$ cat src/rtl/aux_reply_decoder.sv
module aux_reply_decoder #(
  parameter int DEPTH      = 16,
  parameter int WAIT_LIMIT = 40,
  localparam int IW = $clog2(DEPTH),
  localparam int CW = $clog2(DEPTH + 1),
  localparam int TW = $clog2(WAIT_LIMIT + 1)
) (
  input  logic          clk,
  input  logic          rst_n,
  input  logic          cap_we,
  input  logic [IW-1:0] cap_widx,
  input  logic [7:0]    cap_wdata,
  input  logic          cap_done,
  input  logic [CW-1:0] cap_count,
  input  logic          rx_tmo_live,
  input  logic          rx_tmo_seen,
  input  logic          rx_bad_stop,
  input  logic          rx_no_detect,
  input  logic          rx_bad_high,
  input  logic          rx_bad_low,
  input  logic          rx_min_viol,
  input  logic          hpd_lost,
  input  logic          wait_start,
  input  logic          rd_rewind,
  input  logic          rd_en,
  input  logic          rd_autoinc,
  output logic [7:0]    rd_data,
  output logic [IW-1:0] rd_idx,
  output logic          res_valid,
  output logic [1:0]    result,
  output logic [2:0]    reply_code,
  output logic [CW-1:0] data_count,
  output logic          disc_seen
);
  localparam logic [1:0] RES_NONE = 2'd0, RES_OK = 2'd1, RES_TMO = 2'd2, RES_BAD = 2'd3;
  localparam logic [2:0] C_ACK = 3'd0, C_NACK = 3'd1, C_DEFER = 3'd2, C_I2C_NACK = 3'd3,
                         C_I2C_DEFER = 3'd4, C_INVALID = 3'd5, C_NONE = 3'd6;

  logic [7:0] mem [DEPTH];
  logic [TW-1:0] wcnt;
  logic armed;
  logic [2:0] code_d;
  logic [1:0] res_d;

  always_ff @(posedge clk)
    if (cap_we) mem[cap_widx] <= cap_wdata;

  assign rd_data = mem[rd_idx];

  wire tmo_any = rx_tmo_live | rx_tmo_seen;
  wire bad_any = rx_bad_stop | rx_no_detect | rx_bad_high | rx_bad_low;
  wire empty   = (cap_count == '0);
  wire expire  = armed && !cap_done && (wcnt == TW'(WAIT_LIMIT - 1));

  always_comb begin
    case (mem[0][7:4])
      4'h0:    code_d = C_ACK;
      4'h1:    code_d = C_NACK;
      4'h2:    code_d = C_DEFER;
      4'h4:    code_d = C_I2C_NACK;
      4'h8:    code_d = C_I2C_DEFER;
      default: code_d = C_INVALID;
    endcase
    if (empty) code_d = C_NONE;
  end

  assign res_d = tmo_any ? RES_TMO : (bad_any || empty) ? RES_BAD : RES_OK;

  always_ff @(posedge clk) begin
    if (!rst_n) begin
      armed      <= 1'b0;
      wcnt       <= '0;
      res_valid  <= 1'b0;
      result     <= RES_NONE;
      reply_code <= C_NONE;
      data_count <= '0;
      disc_seen  <= 1'b0;
    end else begin
      res_valid <= cap_done | expire;
      armed     <= wait_start ? 1'b1 : (cap_done | expire) ? 1'b0 : armed;
      wcnt      <= wait_start ? '0 : armed ? wcnt + 1'b1 : wcnt;
      if (cap_done) begin
        result     <= res_d;
        reply_code <= code_d;
        data_count <= (res_d == RES_OK) ? cap_count - 1'b1 : '0;
        disc_seen  <= hpd_lost;
      end else if (expire) begin
        result     <= RES_TMO;
        reply_code <= C_NONE;
        data_count <= '0;
        disc_seen  <= hpd_lost;
      end
    end
  end

  always_ff @(posedge clk) begin
    if (!rst_n)                   rd_idx <= '0;
    else if (rd_rewind)           rd_idx <= '0;
    else if (rd_en && rd_autoinc) rd_idx <= (rd_idx == IW'(DEPTH - 1)) ? '0 : rd_idx + 1'b1;
  end

  wire unused_ok = rx_min_viol;
endmodule

$ cat config.mk
export PLATFORM = sky130hd
export DESIGN_NAME = aux_reply_decoder
export DESIGN_NICKNAME = d
export VERILOG_FILES = /design/src/rtl/aux_reply_decoder.sv
export SDC_FILE = /design/constraint.sdc
export NUM_CORES = 1
export LEC_CHECK = 0
export BUFFER_PORTS_ARGS = -buffer_cell sky130_fd_sc_hd__buf_4
export CAP_MARGIN = 20
export CORE_UTILIZATION = 40
export CTS_CLUSTER_DIAMETER = 80
export DETAILED_ROUTE_END_ITERATION = 8
export PLACE_DENSITY = 0.68
export SKIP_CTS_REPAIR_TIMING = 1
export SYNTH_ARGS = -nofsm -noshare
export SYNTH_HDL_FRONTEND = slang
export SYNTH_SLANG_ARGS = --single-unit
$ cat constraint.sdc
create_clock -name clk -period 1.94 [get_ports clk]
set_input_delay 0.194 -clock clk [delete_from_list [all_inputs] [get_ports clk]]
set_output_delay 0.194 -clock clk [all_outputs]
set_load 0.01 [all_outputs]
==> out/qor_table.md, run 1 <==
| Item | This run | Unit |
|:---|:---|:---|
| Area of all placed cells without fillers | 7500 | µm² |
| Adder and majority cell fraction of the synthesized area | 0.795 | % |
| CTS max path bufs | 2 | - |
| Hold WC Path Type | primary input to flop | - |
| Via count | 3257 | - |
| Area after detailed placement | 6790 | µm² |
| Finished Core Util | 51.4 | % |
| Total core area | 14600 | µm² |
| Post-layout worst setup margin | -0.293 | ns |
| IR drop worst, VDD | 673 | µV |
| Worst hold path cell count | 3 | - |
| Clock tree from TritonCTS | done | - |
| Clock edge transition at the registers on the reported setup and hold paths | 0.06 | ns |
| Number of inserted filler cells in the final layout | 1139 | - |
| Drt pass-1 iters | 4 | - |
| Syn Area/Cell | 18.0 | µm² |
| Height of the die | 124 | µm |
| Count of synthesis-stage warnings from yosys | 0 | - |
| Worst slew pin tran | 0.715 | ns |
| Row count | 44 | - |
| Post-Route Hold Slack | 0.0191 | ns |
| Detailed Route Iter0 Violations | 155 | - |
| WL final | 11700 | µm |
| Clock root cell | clkbuf_16 | - |
| Layout Area Growth over Synthesis | 25.5 | % |
| PortBufs | 55 | - |
| Worst R2R End | result[0] | - |
| Total of flip-flops plus latches after synthesis | 155 | - |
| Worst-path fanout max | 8 | - |
| Diode insertion count for antenna repair | 0 | - |
| Wire length per cell after detailed routing | 18.9 | µm |
| Endpoint of the worst hold-timing path | armed | - |
| R2r setup slk | 0.48 | ns |
| PD cells | 957 | nW/µm² |
| X dimension of the die | 124 | µm |
| Global-route wire length before repair | 18200 | µm |
| Total of max-cap violations | 0 | - |
| Count of unique library cells instantiated by Yosys | 42 | - |
| Violated checks | negative setup slack | - |
| Final setup fails | 8 | - |
| Arrival time at the worst endpoint | 2.04 | ns |
| Via count of the first global-routing pass | 3328 | - |
| Period Utilization, post-route | 115 | % |
| Number of antenna violations at the first check in global routing | 0 | - |
| Kind of end point of the critical path | primary output | - |
| Worst R2R Path Depth | 6 | - |
| Num CTS Buffers | 17 | - |
| Max transition margin | 52.2 | % |
| Area of the mapped netlist | 5980 | µm² |
| Number of remaining DRC errors | 0 | - |
| Max Clk Rate | 0.448 | GHz |
| Max Slew Vio Count | 0 | - |
| Vias per Instance | 5.25 | - |
| Setup crit start kind | flop | - |
| Post-Place Worst Slack | 0.104 | ns |
| Startpoint of the tightest hold check path | wait_start | - |
| Portion of netlist area occupied by mux cells | 12.4 | % |
| R2R Path Start | wcnt[0] | - |
| Outcome | complete, but fails checks | - |
| Final Power | 7180 | µW |
| Half-perimeter wire length of the detailed placement result | 7800 | µm |
| Total congestion overflow after global routing | 0 | - |
| Number of hold violations in the final report | 0 | - |
| Post-Synth XOR/XNOR Area | 1.17 | % |
| Compound-gate portion of the synthesized area | 4.62 | % |
| Max H-tree Level | 4 | - |
| Min Tclk post-route | 2.23 | ns |
| Data required time at the worst endpoint | 1.75 | ns |
| Main combinational cell family by area after synthesis | multiplexers | - |
| Placer Congestion | 0.763 | - |
| Sink count of the clock tree | 155 | - |
| RSZ-0062 raised after global routing | yes | - |
| Worst clock skew on the final layout | 0.00492 | ns |
| Total Nets Final | 459 | - |
| Clk Latency, worst-skew pair | 0.42 | ns |
| Synthesized-area fraction occupied by and/or/nand/nor cells | 6.76 | % |
| Total global-route track usage | 15.6 | % |
| Largest net degree at the start of global routing | 33 | - |
| Floorplan die area | 15400 | µm² |
| Number of ports placed on the die boundary | 57 | - |
| Number of routed nets with antenna violations | 0 | - |
| Static leakage | 0.00254 | µW |
| Critical path class | flop to primary output | - |
| Fraction of final layout cells with drive strength greater than 1 | 37.6 | % |
| Number of cells produced by synthesis | 332 | - |
| Initial core utilization | 41.0 | % |
| Post-Syn Nets | 368 | - |
| Fraction of the yosys area taken by sequential cells | 73.3 | % |
critical path, stage by stage, from the launching register on:
cell and delay, ns:
dfxtp_4 0.44, clkbuf_16 0.20, mux4_2 0.54, a22oi_2 0.18, nand2_1 0.11, buf_4 0.16
cells in the mapped netlist:
cell,number,area (µm²)
nand2_1,19,71.3
a22oi_1,16,120
nor3_1,6,30.0
buf_1,4,15.0
clkbuf_1,3,11.3
nor2_1,23,86.3
a31oi_1,1,6.26
o211a_1,1,10.0
mux4_2,32,721
nand2b_1,5,31.3
a32oi_1,1,8.76
dfxtp_1,27,541
buf_2,2,10.0
edfxtp_1,128,3840
nand3b_1,2,15.0
inv_1,2,7.51
a311oi_1,1,8.76
a211oi_1,1,7.51
or3b_2,1,8.76
buf_4,2,15.0
nor4b_1,1,8.76
ha_1,3,37.5
xor2_1,4,35.0
or3_1,2,12.5
o21ai_0,2,10.0
and3_2,1,7.51
nand3_1,4,20.0
or4_4,1,11.3
a21boi_0,1,7.51
mux2i_1,2,20.0
o32ai_1,1,8.76
a21oi_1,6,30.0
or3_4,1,11.3
o2bb2ai_1,5,43.8
and2_1,7,43.8
a31o_2,1,8.76
nor2b_1,5,31.3
or3b_1,1,8.76
maj3_1,1,10.0
xnor2_1,4,35.0
o22ai_1,1,6.26
nand4_1,1,6.26
where the power goes:
group / switching, µW / total, µW / leakage [µW] / internal, µW
combinational: 156 / 314 / 0.000881 / 158
clock: 1370 / 3180 / 0.000283 / 1810
sequential: 25.3 / 3690 / 0.00138 / 3660
sequential cells by signal (all words and copies together) (netlist names), named ones only:
signal and count:
res_valid 1, wcnt 6, result 2, rd_idx 4, mem 128, data_count 5, reply_code 3, armed 1
disc_seen 1
per-layer routing:
| layer | track usage, % | wire [µm] | vias up |
|---|---|---|---|
| li1 | - | - | 1517 |
| met1 | 19.3 | 4910 | 1659 |
| met2 | 26.7 | 6170 | 68 |
| met3 | 3.82 | 491 | 13 |
| met4 | 5.53 | 166 | 0 |
| met5 | 0 | 0 | - |
cell type report:
cell class | instances | area, µm² | share of cell area [%]
repair buffers | 83 | 707 | 9.42
flip-flops and latches | 155 | 4390 | 58.5
inverters | 2 | 7.51 | 0.100
clock inverters | 15 | 155 | 2.07
clock buffers | 17 | 425 | 5.67
multi-input cells | 164 | 1590 | 21.2
well taps | 184 | 230 | 3.07
cell usage in the layout (no fill, tap or decap), drive strengths merged, types with 2 or more instances in the layout:
| cell type | instances |
|---|---|
| or3 | 3 |
| xnor2 | 4 |
| dfxtp | 27 |
| clkbuf | 19 |
| nor2 | 23 |
| clkinv | 6 |
| mux2i | 2 |
| nor2b | 5 |
| edfxtp | 128 |
| nand2 | 19 |
| or3b | 2 |
| inv | 9 |
| a21oi | 6 |
| nand3b | 2 |
| o21ai | 2 |
| a22oi | 16 |
| nor3 | 6 |
| buf | 81 |
| nand2b | 5 |
| xor2 | 4 |
| and2 | 7 |
| o2bb2ai | 5 |
| ha | 3 |
| mux4 | 32 |
| nand3 | 4 |
worst max-delay path by stage:
stage | from | end
CTS | flop | rd_data[4]
detailed placement | flop | rd_data[4]
floorplan | flop | rd_data[6]
global placement | flop | rd_data[4]
global route | flop | rd_data[1]
finish | flop | rd_data[6]
metrics by stage:
step | setup TNS, ns | std cells
after global placement | 0 | 583
final | -2.04 | 620
after CTS | -2.44 | 615
after floorplan | 0 | 332
after global routing | -2.63 | 620
after detailed placement | 0 | 583
kinds of logic after synthesis:
| logic type | Yosys count |
|---|---|
| AOI/OAI and AO/OA | 38 |
| xor gates and xnor gates | 8 |
| adders and majority gates | 4 |
| buffers and inverters | 13 |
| DFF | 155 |
| muxes | 34 |
| and+or+nand+nor | 80 |
Power figures use the tool's default switching activity.
==> inputs of run 2 (changes only) <==
==> constraint.sdc (replaced) <==
create_clock -name clk -period 2.9 [get_ports clk]
set_input_delay 0.29 -clock clk [delete_from_list [all_inputs] [get_ports clk]]
set_output_delay 0.29 -clock clk [all_outputs]
set_load 0.01 [all_outputs]
==> out/qor_table.md, run 2 (synthesis results as in run 1) <==
| Item | This run | Unit | Delta |
|:---|:---|:---|:---|
| R2R Path Start | wcnt[0] | - |  |
| Data required time at the worst endpoint | 2.61 | ns | +0.86 ns |
| Worst R2R Path Depth | 5 | - | -1 |
| Leading cell types in the layout, fill and taps excluded | edfxtp_1 (128), buf_4 (63), mux4_2 (32) | - |  |
| Kind of cell adding the most delay to the critical path | multiplexers | - |  |
| Max H-tree Level | 4 | - | unchanged |
| Global-route wire length before repair | 18600 | µm | +2.2% |
| Number of routed nets with antenna violations | 0 | - | unchanged |
| WL final | 11700 | µm | -0.51% |
| Clock tree from TritonCTS | done | - |  |
| Arrival time at the worst endpoint | 2.17 | ns | +0.13 ns |
| IR drop worst, VDD | 411 | µV | -39% |
| Total Nets Final | 440 | - | -4.1% |
| Total congestion overflow after global routing | 0 | - | unchanged |
| Library cell contributing the largest single delay on the critical path | mux4_2 | - |  |
| Period Utilization, post-route | 84.7 | % |  |
| Kind of end point of the critical path | primary output | - |  |
| Worst path bufs/invs | 2 | - | unchanged |
| Height of the die | 124 | µm | unchanged |
| Hold WC Path Type | primary input to flop | - |  |
| Number of antenna violations at the first check in global routing | 0 | - | unchanged |
| Endpoint of the worst hold-timing path | reply_code[2] | - |  |
| Clk Latency, worst-skew pair | 0.42 | ns | about the same |
| Vias per Instance | 5.38 | - | +2.4% |
| Final total negative setup slack | 0 | ns | +2.04 ns |
| Min Tclk post-route | 2.46 | ns |  |
| Diode insertion count for antenna repair | 0 | - | unchanged |
| RSZ-0062 raised after global routing | no | - |  |
| Number of inserted filler cells in the final layout | 1138 | - | -0.088% |
| Most flop-heavy register | mem | - |  |
| Initial core utilization | 41.0 | % | unchanged |
| R2r setup slk | 1.10 | ns | +0.62 ns |
| Final Power | 4840 | µW | -33% |
| Wire length per cell after detailed routing | 19.4 | µm | +2.6% |
| Startpoint of the tightest hold check path | rst_n | - |  |
| Total core area | 14600 | µm² | unchanged |
| Worst clock skew on the final layout | 0.0111 | ns | +0.00617 ns |
| Layout Area Growth over Synthesis | 21.3 | % |  |
| Total global-route track usage | 16.3 | % | +0.64 points |
| Max Clk Rate | 0.407 | GHz |  |
| Floorplan die area | 15400 | µm² | unchanged |
| Num CTS Buffers | 17 | - | unchanged |
| Worst hold path cell count | 2 | - | -1 |
| Area of the multi-input gates | 1540 | µm² | -3.3% |
| Placer Congestion | 0.791 | - | +3.6% |
| CTS max path bufs | 2 | - | unchanged |
| Biggest cell delay along the critical path | 0.55 | ns | about the same |
| Largest net degree at the start of global routing | 33 | - | unchanged |
| Flip-flop count of the largest register after layout | 128 | - | unchanged |
| Clock root cell | clkbuf_16 | - |  |
| Outcome | finished, final reports clean | - |  |
| Total of max-cap violations | 0 | - | unchanged |
| Detailed Route Iter0 Violations | 213 | - | +37% |
| Number of ports placed on the die boundary | 57 | - | unchanged |
| Largest registers in the final layout | mem x128, wcnt x6, data_count x5 | - |  |
| Clock edge transition at the registers on the reported setup and hold paths | 0.07 | ns | about the same |
| Setup crit start kind | flop | - |  |
| Row count | 44 | - | unchanged |
| Static leakage | 0.00242 | µW | -4.6% |
| Half-perimeter wire length of the detailed placement result | 7610 | µm | -2.5% |
| Sequential standard cell area | 4390 | µm² | about the same |
| Number of hold violations in the final report | 0 | - | unchanged |
| PD cells | 668 | nW/µm² | -30% |
| Critical path, cell by cell | buf_12 -> mux4_2 -> a22oi_1 -> nand2_1 -> buf_4 | - |  |
| Leading cell type in the layout, fill and taps excluded | edfxtp_1 | - |  |
| Drt pass-1 iters | 4 | - | unchanged |
| Critical path class | flop to primary output | - |  |
| Worst-path fanout max | 32 | - | +24 |
| X dimension of the die | 124 | µm | unchanged |
| Via count | 3233 | - | -0.74% |
| Via count of the first global-routing pass | 3321 | - | -0.21% |
| Worst R2R End | data_count[1] | - |  |
| Max Slew Vio Count | 0 | - | unchanged |
| Number of remaining DRC errors | 0 | - | unchanged |
| Max transition margin | 32.5 | % | -20 points |
| Sink count of the clock tree | 155 | - | unchanged |
| Final setup fails | 0 | - | -8 |
| PortBufs | 55 | - | unchanged |
| Fraction of final layout cells with drive strength greater than 1 | 32.1 | % | -5.5 points |
| Worst slew pin tran | 1.01 | ns | +0.294 ns |
==> run 2: cell count changes in the layout (fill, tap and decap cells not counted), sizes merged <==
cell / delta
buf: -17
clkbuf: -2
inv: +2
clkinv: -2
==> run 2: stage by stage <==
step / hold slack (ns) / setup WS, ns / util [%] / area [µm²] / cells
2_1_floorplan: 0.389 / 1.12 / - / 5980 / 332
3_3_place_gp: 0.457 / 0.897 / 45.6 / 6660 / 569
3_5_place_dp: 0.470 / 0.869 / 45.6 / 6660 / 569
4_1_cts: 0.0974 / 0.409 / 49.7 / 7250 / 601
5_1_grt: 0.115 / 0.335 / 49.7 / 7250 / 601
6_report: 0.120 / 0.445 / 49.7 / 7250 / 601
==> run 2: routing by layer <==
layer	GRT usage, %	share of wire (%)	wire length [µm]
met5	0	0	0
met4	7.37	2.0	238
met3	4.17	4.8	563
met2	28.0	54	6310
met1	19.1	39	4570
==> run 2: how the worst max path moves through the flow <==
| stage | startpoint | to | slack [ns] | cells past startpoint |
|---|---|---|---|---|
| 2_1_floorplan | flop | rd_data[5] | 1.12 | 5 |
| 3_3_place_gp | flop | rd_data[7] | 0.90 | 5 |
| 3_5_place_dp | flop | rd_data[7] | 0.87 | 5 |
| 4_1_cts | flop | rd_data[7] | 0.41 | 5 |
| 5_1_grt | flop | rd_data[4] | 0.33 | 5 |
| 6_report | flop | rd_data[7] | 0.44 | 5 |
==> run 2: power breakdown <==
group	leakage, µW	switching [µW]	internal, µW
clock network	0.000291	956	1230
logic	0.000757	101	91.1
registers	0.00138	15.7	2450
total	0.00242	1070	3770
==> run 2: cell type report <==
| type | count | share of cell area (%) |
|---|---|---|
| inverter | 2 | 0.104 |
| sequential | 155 | 60.5 |
| clock buffer | 17 | 5.87 |
| timing repair buffer | 64 | 6.80 |
| clock inverter | 15 | 2.38 |
| tap | 184 | 3.17 |
| multi-input combinational | 164 | 21.2 |
